**config.mk**
```make
export PLATFORM = sky130hd
export DESIGN_NAME = match_timer
export DESIGN_NICKNAME = d
export VERILOG_FILES = /design/src/rtl/mtmr_pkg.sv /design/src/rtl/mtmr_prescale.sv /design/src/rtl/mtmr_count.sv /design/src/rtl/match_timer.sv
export SDC_FILE = /design/constraint.sdc
export NUM_CORES = 1
export LEC_CHECK = 0
export BUFFER_PORTS_ARGS = -buffer_cell sky130_fd_sc_hd__clkbuf_2
export CORE_MARGIN = 2
export CORE_UTILIZATION = 50
export CTS_BUF_LIST = sky130_fd_sc_hd__clkbuf_4 sky130_fd_sc_hd__clkbuf_8
export DETAILED_ROUTE_END_ITERATION = 10
export PLACE_DENSITY = 0.69
export SLEW_MARGIN = 0
export SYNTH_ARGS = -nofsm -noshare
export SYNTH_HDL_FRONTEND = slang
export SYNTH_SLANG_ARGS = --single-unit
```
**constraint.sdc**
```tcl
create_clock -name clk -period 3.21 [get_ports clk]
set_input_delay 0.963 -clock clk [delete_from_list [all_inputs] [get_ports clk]]
set_output_delay 0.963 -clock clk [all_outputs]
set_load 0.01 [all_outputs]
```
**src/rtl/mtmr_pkg.sv**
```systemverilog
package mtmr_pkg;
  localparam int DATA_W = 32;
  localparam int MODE_W = 2;
  // byte offsets of the registers
  localparam int OFS_FLAG  = 'h000;
  localparam int OFS_CTRL  = 'h004;
  localparam int OFS_COUNT = 'h008;
  localparam int OFS_PRE   = 'h00C;
  localparam int OFS_ACT   = 'h014;
  localparam int OFS_CMP   = 'h018;
  localparam int OFS_MODE  = 'h070;

  // match actions: bit2 stop, bit1 wrap to zero, bit0 raise flag
  typedef struct packed {
    logic stop;
    logic wrap;
    logic intr;
  } match_act_t;
endpackage

```
**src/rtl/mtmr_prescale.sv**
```systemverilog
module mtmr_prescale #(
  parameter int W = 32
) (
  input  logic         clk,
  input  logic         rst,
  input  logic         clr,
  input  logic         run,
  input  logic [W-1:0] limit,
  output logic         tick
);
  logic [W-1:0] pcnt;

  // a limit lowered below the running count still ends the period at once
  assign tick = run && (pcnt >= limit);

  always_ff @(posedge clk) begin
    if (rst || clr)      pcnt <= '0;
    else if (tick)       pcnt <= '0;
    else if (run)        pcnt <= pcnt + 1'b1;
  end

  assert_pre_hold_R4: assert property (@(posedge clk) disable iff (rst)
    (!run && !clr) |=> $stable(pcnt));
  assert_pre_clear_R2: assert property (@(posedge clk) disable iff (rst)
    clr |=> (pcnt == '0));
endmodule

```
**src/rtl/mtmr_count.sv**
```systemverilog
module mtmr_count #(
  parameter int W = 32
) (
  input  logic         clk,
  input  logic         rst,
  input  logic         clr,
  input  logic         tick,
  input  logic         ld,
  input  logic [W-1:0] ld_val,
  input  logic [W-1:0] cmp_val,
  input  logic         wrap,
  input  logic         stop,
  output logic [W-1:0] cnt,
  output logic         hit
);
  assign hit = tick && (cnt == cmp_val);

  always_ff @(posedge clk) begin
    if (rst || clr)  cnt <= '0;
    else if (ld)     cnt <= ld_val;
    else if (hit) begin
      if (wrap)      cnt <= '0;
      else if (!stop) cnt <= cnt + 1'b1;
    end
    else if (tick)   cnt <= cnt + 1'b1;
  end

  assert_clr_zero_R2: assert property (@(posedge clk) disable iff (rst)
    clr |=> (cnt == '0));
  assert_idle_hold_R4: assert property (@(posedge clk) disable iff (rst)
    (!clr && !tick && !ld) |=> $stable(cnt));
  assert_wrap_zero_R6: assert property (@(posedge clk) disable iff (rst)
    (hit && wrap && !clr && !ld) |=> (cnt == '0));
  assert_stop_hold_R7: assert property (@(posedge clk) disable iff (rst)
    (hit && stop && !wrap && !clr && !ld) |=> $stable(cnt));
endmodule

```
**src/rtl/match_timer.sv**
```systemverilog
module match_timer #(
  parameter int ADDR_W = 8
) (
  input  logic                       clk,
  input  logic                       rst,
  input  logic [ADDR_W-1:0]          bus_addr,
  input  logic                       bus_we,
  input  logic [mtmr_pkg::DATA_W-1:0] bus_wdata,
  output logic [mtmr_pkg::DATA_W-1:0] bus_rdata,
  output logic                       irq
);
  import mtmr_pkg::*;
  localparam int DW = DATA_W;

  logic                 en_q, hold_q, flag_q;
  logic [DW-1:0]        pre_q, cmp_q, cnt;
  logic [MODE_W-1:0]    mode_q;
  match_act_t           act_q;
  logic                 run, tick, hit;
  logic                 wr_flag, wr_ctrl, wr_cnt, wr_pre, wr_act, wr_cmp, wr_mode;
  logic [DW-1:0]        rd_mux;
  logic                 mapped;

  assign wr_flag = bus_we && (bus_addr == ADDR_W'(OFS_FLAG));
  assign wr_ctrl = bus_we && (bus_addr == ADDR_W'(OFS_CTRL));
  assign wr_cnt  = bus_we && (bus_addr == ADDR_W'(OFS_COUNT));
  assign wr_pre  = bus_we && (bus_addr == ADDR_W'(OFS_PRE));
  assign wr_act  = bus_we && (bus_addr == ADDR_W'(OFS_ACT));
  assign wr_cmp  = bus_we && (bus_addr == ADDR_W'(OFS_CMP));
  assign wr_mode = bus_we && (bus_addr == ADDR_W'(OFS_MODE));

  assign run = en_q && !hold_q && (mode_q == '0);

  mtmr_prescale #(.W(DW)) u_pre (
    .clk(clk), .rst(rst), .clr(hold_q), .run(run), .limit(pre_q), .tick(tick)
  );

  mtmr_count #(.W(DW)) u_cnt (
    .clk(clk), .rst(rst), .clr(hold_q), .tick(tick), .ld(wr_cnt),
    .ld_val(bus_wdata), .cmp_val(cmp_q), .wrap(act_q.wrap), .stop(act_q.stop),
    .cnt(cnt), .hit(hit)
  );

  // configuration registers
  always_ff @(posedge clk) begin
    if (rst) begin
      en_q   <= 1'b0;
      hold_q <= 1'b0;
      pre_q  <= '0;
      act_q  <= '0;
      cmp_q  <= '0;
      mode_q <= '0;
    end else begin
      if (wr_ctrl) begin
        en_q   <= bus_wdata[0];
        hold_q <= bus_wdata[1];
      end else if (hit && act_q.stop) begin
        en_q   <= 1'b0;
      end
      if (wr_pre)  pre_q  <= bus_wdata;
      if (wr_act)  act_q  <= match_act_t'(bus_wdata[2:0]);
      if (wr_cmp)  cmp_q  <= bus_wdata;
      if (wr_mode) mode_q <= bus_wdata[MODE_W-1:0];
    end
  end

  // sticky match flag, set beats clear
  always_ff @(posedge clk) begin
    if (rst)                         flag_q <= 1'b0;
    else if (hit && act_q.intr)      flag_q <= 1'b1;
    else if (wr_flag && bus_wdata[0]) flag_q <= 1'b0;
  end

  assign irq = flag_q;

  always_comb begin
    rd_mux = '0;
    mapped = 1'b1;
    case (bus_addr)
      ADDR_W'(OFS_FLAG):  rd_mux[0]          = flag_q;
      ADDR_W'(OFS_CTRL):  rd_mux[1:0]        = {hold_q, en_q};
      ADDR_W'(OFS_COUNT): rd_mux             = cnt;
      ADDR_W'(OFS_PRE):   rd_mux             = pre_q;
      ADDR_W'(OFS_ACT):   rd_mux[2:0]        = act_q;
      ADDR_W'(OFS_CMP):   rd_mux             = cmp_q;
      ADDR_W'(OFS_MODE):  rd_mux[MODE_W-1:0] = mode_q;
      default:            mapped             = 1'b0;
    endcase
  end

  always_ff @(posedge clk) begin
    if (rst) bus_rdata <= '0;
    else     bus_rdata <= rd_mux;
  end

  assert_stop_clears_R7: assert property (@(posedge clk) disable iff (rst)
    (hit && act_q.stop && !wr_ctrl) |=> !en_q);
  assert_flag_cause_R5: assert property (@(posedge clk) disable iff (rst)
    $rose(irq) |-> $past(act_q.intr && tick));
  assert_w1c_R8: assert property (@(posedge clk) disable iff (rst)
    (wr_flag && bus_wdata[0] && !(hit && act_q.intr)) |=> !irq);
  assert_unmapped_R10: assert property (@(posedge clk) disable iff (rst)
    !mapped |=> (bus_rdata == '0));
endmodule

```
# [Word-level counts from Yosys, hierarchy flattened]
# Cells that the tools add are included.
[totals] regBits=168 inputBits=43 output_inout_bits=33
[op_classes] n_addsub=2 magnitude_cmp=1 eq_ne=8 mux=13 reduce_logical=23
[op_table] op="$mux W32" count=5
[op_table] op="$pmux W29 S3" count=1
[op_table] op="$add A32 B1 Y32 const B" count=2
[op_table] op="$eq A32 B32 Y1" count=1
[op_table] op="$ge A32 B32 Y1" count=1
[op_table] op="$eq A8 B4 Y1 const B" count=2
[op_table] op="$eq A8 B5 Y1 const B" count=2
[op_table] op="$logic_and A1 B1 Y1" count=14
[op_table] op="$eq A8 B3 Y1 const B" count=1
[op_table] op="$eq A8 B7 Y1 const B" count=1
[op_table] op="$logic_not A8 Y1" count=1
[op_table] op="$pmux W1 S7" count=1
[op_table] op="$pmux W1 S6" count=1
[op_table] op="$mux W1" count=4
[op_table] op="$ne A4 B3 Y1 const B" count=1
[op_table] op="$pmux W1 S4" count=1
[op_table] op="$reduce_bool A2 Y1" count=2
[op_table] op="$reduce_bool A3 Y1" count=1
[op_table] op="$logic_not A2 Y1" count=1
[op_table] op="$reduce_and A2 Y1" count=1
[op_table] op="$reduce_or A2 Y1" count=1
[op_table] op="$logic_not A1 Y1" count=1
[op_table] op="$logic_or A1 B1 Y1" count=1

# [Depth between registers and ports, before layout]
[depth] word_depth=8 depth_mapped=11

# [Cells and area by module]
# Synthesis repeated with hierarchy kept, for this count alone.
[hier_totals] cells_unflattened=1080 area_unflattened_um2=9225.1
[modules_own_cells] mod="match_timer" n_inst=1 cells_each=492 area_each_um2=4284.1
[modules_own_cells] mod="mtmr_prescale" n_inst=1 cells_each=281 area_each_um2=2508.7
[modules_own_cells] mod="mtmr_count" n_inst=1 cells_each=307 area_each_um2=2432.3

# [Least setup slack after synthesis]
# No wires, ideal clock.
[synth_path] path_kind="flip-flop to flip-flop" from="register pre_q[14]" to="register u_cnt.cnt[23]" t_arrival_ps=2552 setup_slack_ps=570 stages_incl_launch_ff=12 path_buffers=1 synth_period_minus_slack_ps=2640 cell_sequence="dfxtp_1 inv_1 ha_1 and4_1 nand2_1 or4_4 a31oi_4 o22ai_2 nand2b_4 buf_6 o31a_1 a311oi_2"
[synth_via] elab_chain_len=5
[synth_lines] element="start: declaration" line="match_timer.sv:16" text="logic [DW-1:0] pre_q, cmp_q, cnt;"
[synth_lines] element="start signal: assignment" line="match_timer.sv:60" text="if (wr_pre) pre_q <= bus_wdata;"
[synth_lines] element="$ge A32 B32 Y1 *" line="mtmr_prescale.sv:14" text="assign tick = run && (pcnt >= limit);"
[synth_lines] element="$logic_and A1 B1 Y1 *" line="mtmr_prescale.sv:14"
[synth_lines] element="$logic_and A1 B1 Y1" line="mtmr_count.sv:16" text="assign hit = tick && (cnt == cmp_val);"
[synth_lines] element="$ne A4 B3 Y1 (no line), or another cell as far along"
[synth_lines] element="$reduce_and A2 Y1 (no line) or $mux W32 (tied branches)"
[synth_lines] element="end signal: assignment" line="mtmr_count.sv:20" text="else if (ld) cnt <= ld_val;"
[synth_lines] element="end signal: assignment" line="mtmr_count.sv:23" text="else if (!stop) cnt <= cnt + 1'b1;"
[synth_lines] element="end signal: assignment" line="mtmr_count.sv:25" text="else if (tick) cnt <= cnt + 1'b1;"
[synth_lines] element="end: declaration" line="mtmr_count.sv:13" text="output logic [W-1:0] cnt,"
# Every way passes the cells marked *; elsewhere a longest branch is shown, timed or not.
# A chain may end at the register's enable or synchronous reset.

# [Worst setup path in the final report]
[layout_path] from="register pre_q[19]" to="register u_cnt.cnt[23]"
# The elaborated chain is that of the path after synthesis.

==> flow_metrics.tcl <==
set metrics [dict create \
    hold_class "reg -> reg" \
    dr.first_iter.drc_count 707 \
    fin_util_pct 57.9 \
    drt_wl_total_um 26200 \
    synth_edf_count 0 \
    die-height_um 136 \
    synth_cell_types 59 \
    grt_first_pass_wirelength_um 41600 \
    cts_buffer_depth 2 \
    gr-usage-all-layers_pct 29.4 \
    start_util_pct 50.7 \
    cts_max_level 4 \
    yosys.area.top_type "dfxtp_1" \
    cp.required_ps 3580 \
    maxSlewHeadroom_pct 52.7 \
    whs_ps 473 \
    synth.area.top_cells "dfxtp_1 39%, nand2_1 8.8%, a21oi_1 7.6%, nor2_1 6.0%, xor2_1 6.0%" \
    syn_nets 1195 \
    cts_setup_buffers 0 \
    routed-via-count 8245 \
    diodes 0 \
    ys_ff_latch 168 \
    cp.arrival_ps 3320 \
    synth_top_flop_cell "dfxtp_1" \
    synth_commonest_cells "203 x nand2_1, 168 x dfxtp_1, 138 x nor2_1" \
    period_share_pct 91.8 \
    nets 1261 \
    cellLeakagePower_uw 0.00396 \
    clock_latency_ps 460 \
    place_hpwl_um 19100 \
    critPathCaptureType "register" \
    dieWidth_um 136 \
    grt_overflow 0 \
    rsz0062_at_grt "false" \
    yosys.cell_count.top_type "nand2_1" \
    worst_pin_slew_ps 704 \
    clk_root_buffer_cell "clkbuf_8" \
    tritoncts "done" \
    finClkSkew_ps 16.5 \
    cpPeakStageDelay_ps 460 \
    place_inst 1390 \
    setup.worst_path.class "reg -> reg" \
    drv_cap 0 \
    ys_seq_area_share_pct 38.8 \
    die_area_mm2 0.0184 \
    ys_warn_count 0 \
    drive_gt1_share_pct 13.8 \
    grt_max_degree 61 \
    synthCells 1118 \
    clk_pin_slew_worst_paths_ps 90 \
    viasPerCell 5.80 \
    crit_slowest_cell "dfxtp_1" \
    vdd_ir_drop_max_v 0.000330 \
    wire_per_inst_um 18.4 \
    fill_cells 1635 \
    hold_viol 0 \
    critical_path_peak_fanout 26 \
    setup_tns_ps 0 \
    synth.avg_cell_area_um2 7.76 \
    dr.pass1.iters 5 \
    grt_pass1_vias 7628 \
    async_flop_share_pct 0 \
    io_pins 76 \
    crit_chain "inv_1, ha_1, a21oi_1, o21ai_1, a221o_1, o2bb2ai_2, o211ai_2, buf_6, nand2b_4, o31a_1, a311oi_2" \
    dp_slack_ps 49.9 \
    antenna_found_initial 0 \
    yosysTopAreaCellShare_pct 38.8 \
    core.rowCount 48 \
    postRouteAntennaNets 0 \
    slew_viol_final 0 \
    syn_area_mm2 0.00868 \
    core_mm2 0.0171 \
    fmax_ghz 0.339 \
    io_buffers 75 \
    fin_ws_ps 264 \
    postCtsHoldBufs 0 \
    setup_viol 0 \
    instances_no_fill 1421 \
    gp_congestion 0.970 \
    regArea_mm2 0.00336 \
    synthToLayoutAreaGrowth_pct 14.1 \
    multi_input_area_mm2 0.00492 \
    drcViolationCount 0 \
    period_needed_ps 2950 \
    status "finished, final reports clean" \
    cp-start-kind "register" \
    cts_sinks 168 \
    power_density_mw_per_mm2 413 \
    r2r_slack_ps 260 \
    cts_buffers 17 \
]
repair_timing:
action,CTS,global route
setup endpoints to repair,0,20
resized for setup,0,5
endpoints found under the hold margin,0,0
metal layers:
layer	vias up	global-route usage [%]	part of all wire [%]
met1	3873	38.6	43
met3	58	5.99	7.6
met5	-	0	0
li1	3964	-	-
met4	0	13.9	4.2
met2	350	46.4	46
area by class of cell:
| cell class | instances | area share (%) |
|---|---|---|
| flip-flops and latches | 168 | 34.0 |
| inverters | 34 | 1.29 |
| clock buffers | 20 | 2.72 |
| repair buffers | 121 | 7.57 |
| multi-input cells | 842 | 49.7 |
| well taps | 225 | 2.84 |
| clock inverters | 11 | 1.96 |
state kept, by name (all words and copies together) (netlist names), 2 cells and up:
name	cells
pre_q	32
act_q	3
bus_rdata	32
u_cnt.cnt	32
mode_q	2
u_pre.pcnt	32
cmp_q	32
worst max-delay path, delay by kind of cell (launching register included):
family / cells / cell delay (ps)
fa+ha+maj: 1 / 320
simple gates: 1 / 170
buf+inv: 2 / 350
flops: 1 / 460
compound gates: 7 / 1560
cells in the final DEF, fill, tap and decap left out, types with 13 or more instances in the layout:
master    count
a21oi_1     131
and3_1       19
buf_4        43
clkbuf_2     75
clkbuf_8     19
dfxtp_1     168
ha_1         34
inv_1        34
mux2i_1      34
nand2_1     203
nand3_1      41
nand4_1      15
nor2_1      138
o21ai_0      24
xnor2_1      13
xor2_1       59
report_power, final:
| part | switching, µW | internal (µW) |
|---|---|---|
| Combinational | 146 | 72.4 |
| Sequential | 10.4 | 2090 |
| Clock | 793 | 975 |
| Total | 950 | 3140 |
worst paths after layout:
check,startpoint,end,cells past startpoint
setup / recovery,pre_q[19],u_cnt.cnt[23],11
hold / removal,pre_q[13],pre_q[13],2
setup reg to reg,pre_q[19],u_cnt.cnt[23],11
hold reg to reg,pre_q[13],pre_q[13],2
per-stage QoR:
stage	power [µW]	instance area (µm²)
after global routing	4210	9900
after global placement	2360	9420
after CTS	4110	9880
after floorplan	2260	8680
after detailed placement	2360	9420
final	4090	9900
cell families (layout without fill, tap and decap cells):
group           count (synthesis)  in the layout  share of synthesized area [%]
simple gates                  476            476                           24.7
compound gates                226            226                           15.6
flops                         168            168                           38.8
buf+inv                       108            186                           4.82
xor+xnor                       72             72                           7.27
fa+ha+maj                      34             34                           4.90
mux                            34             34                           3.92
(Power assumes the default switching activity.)
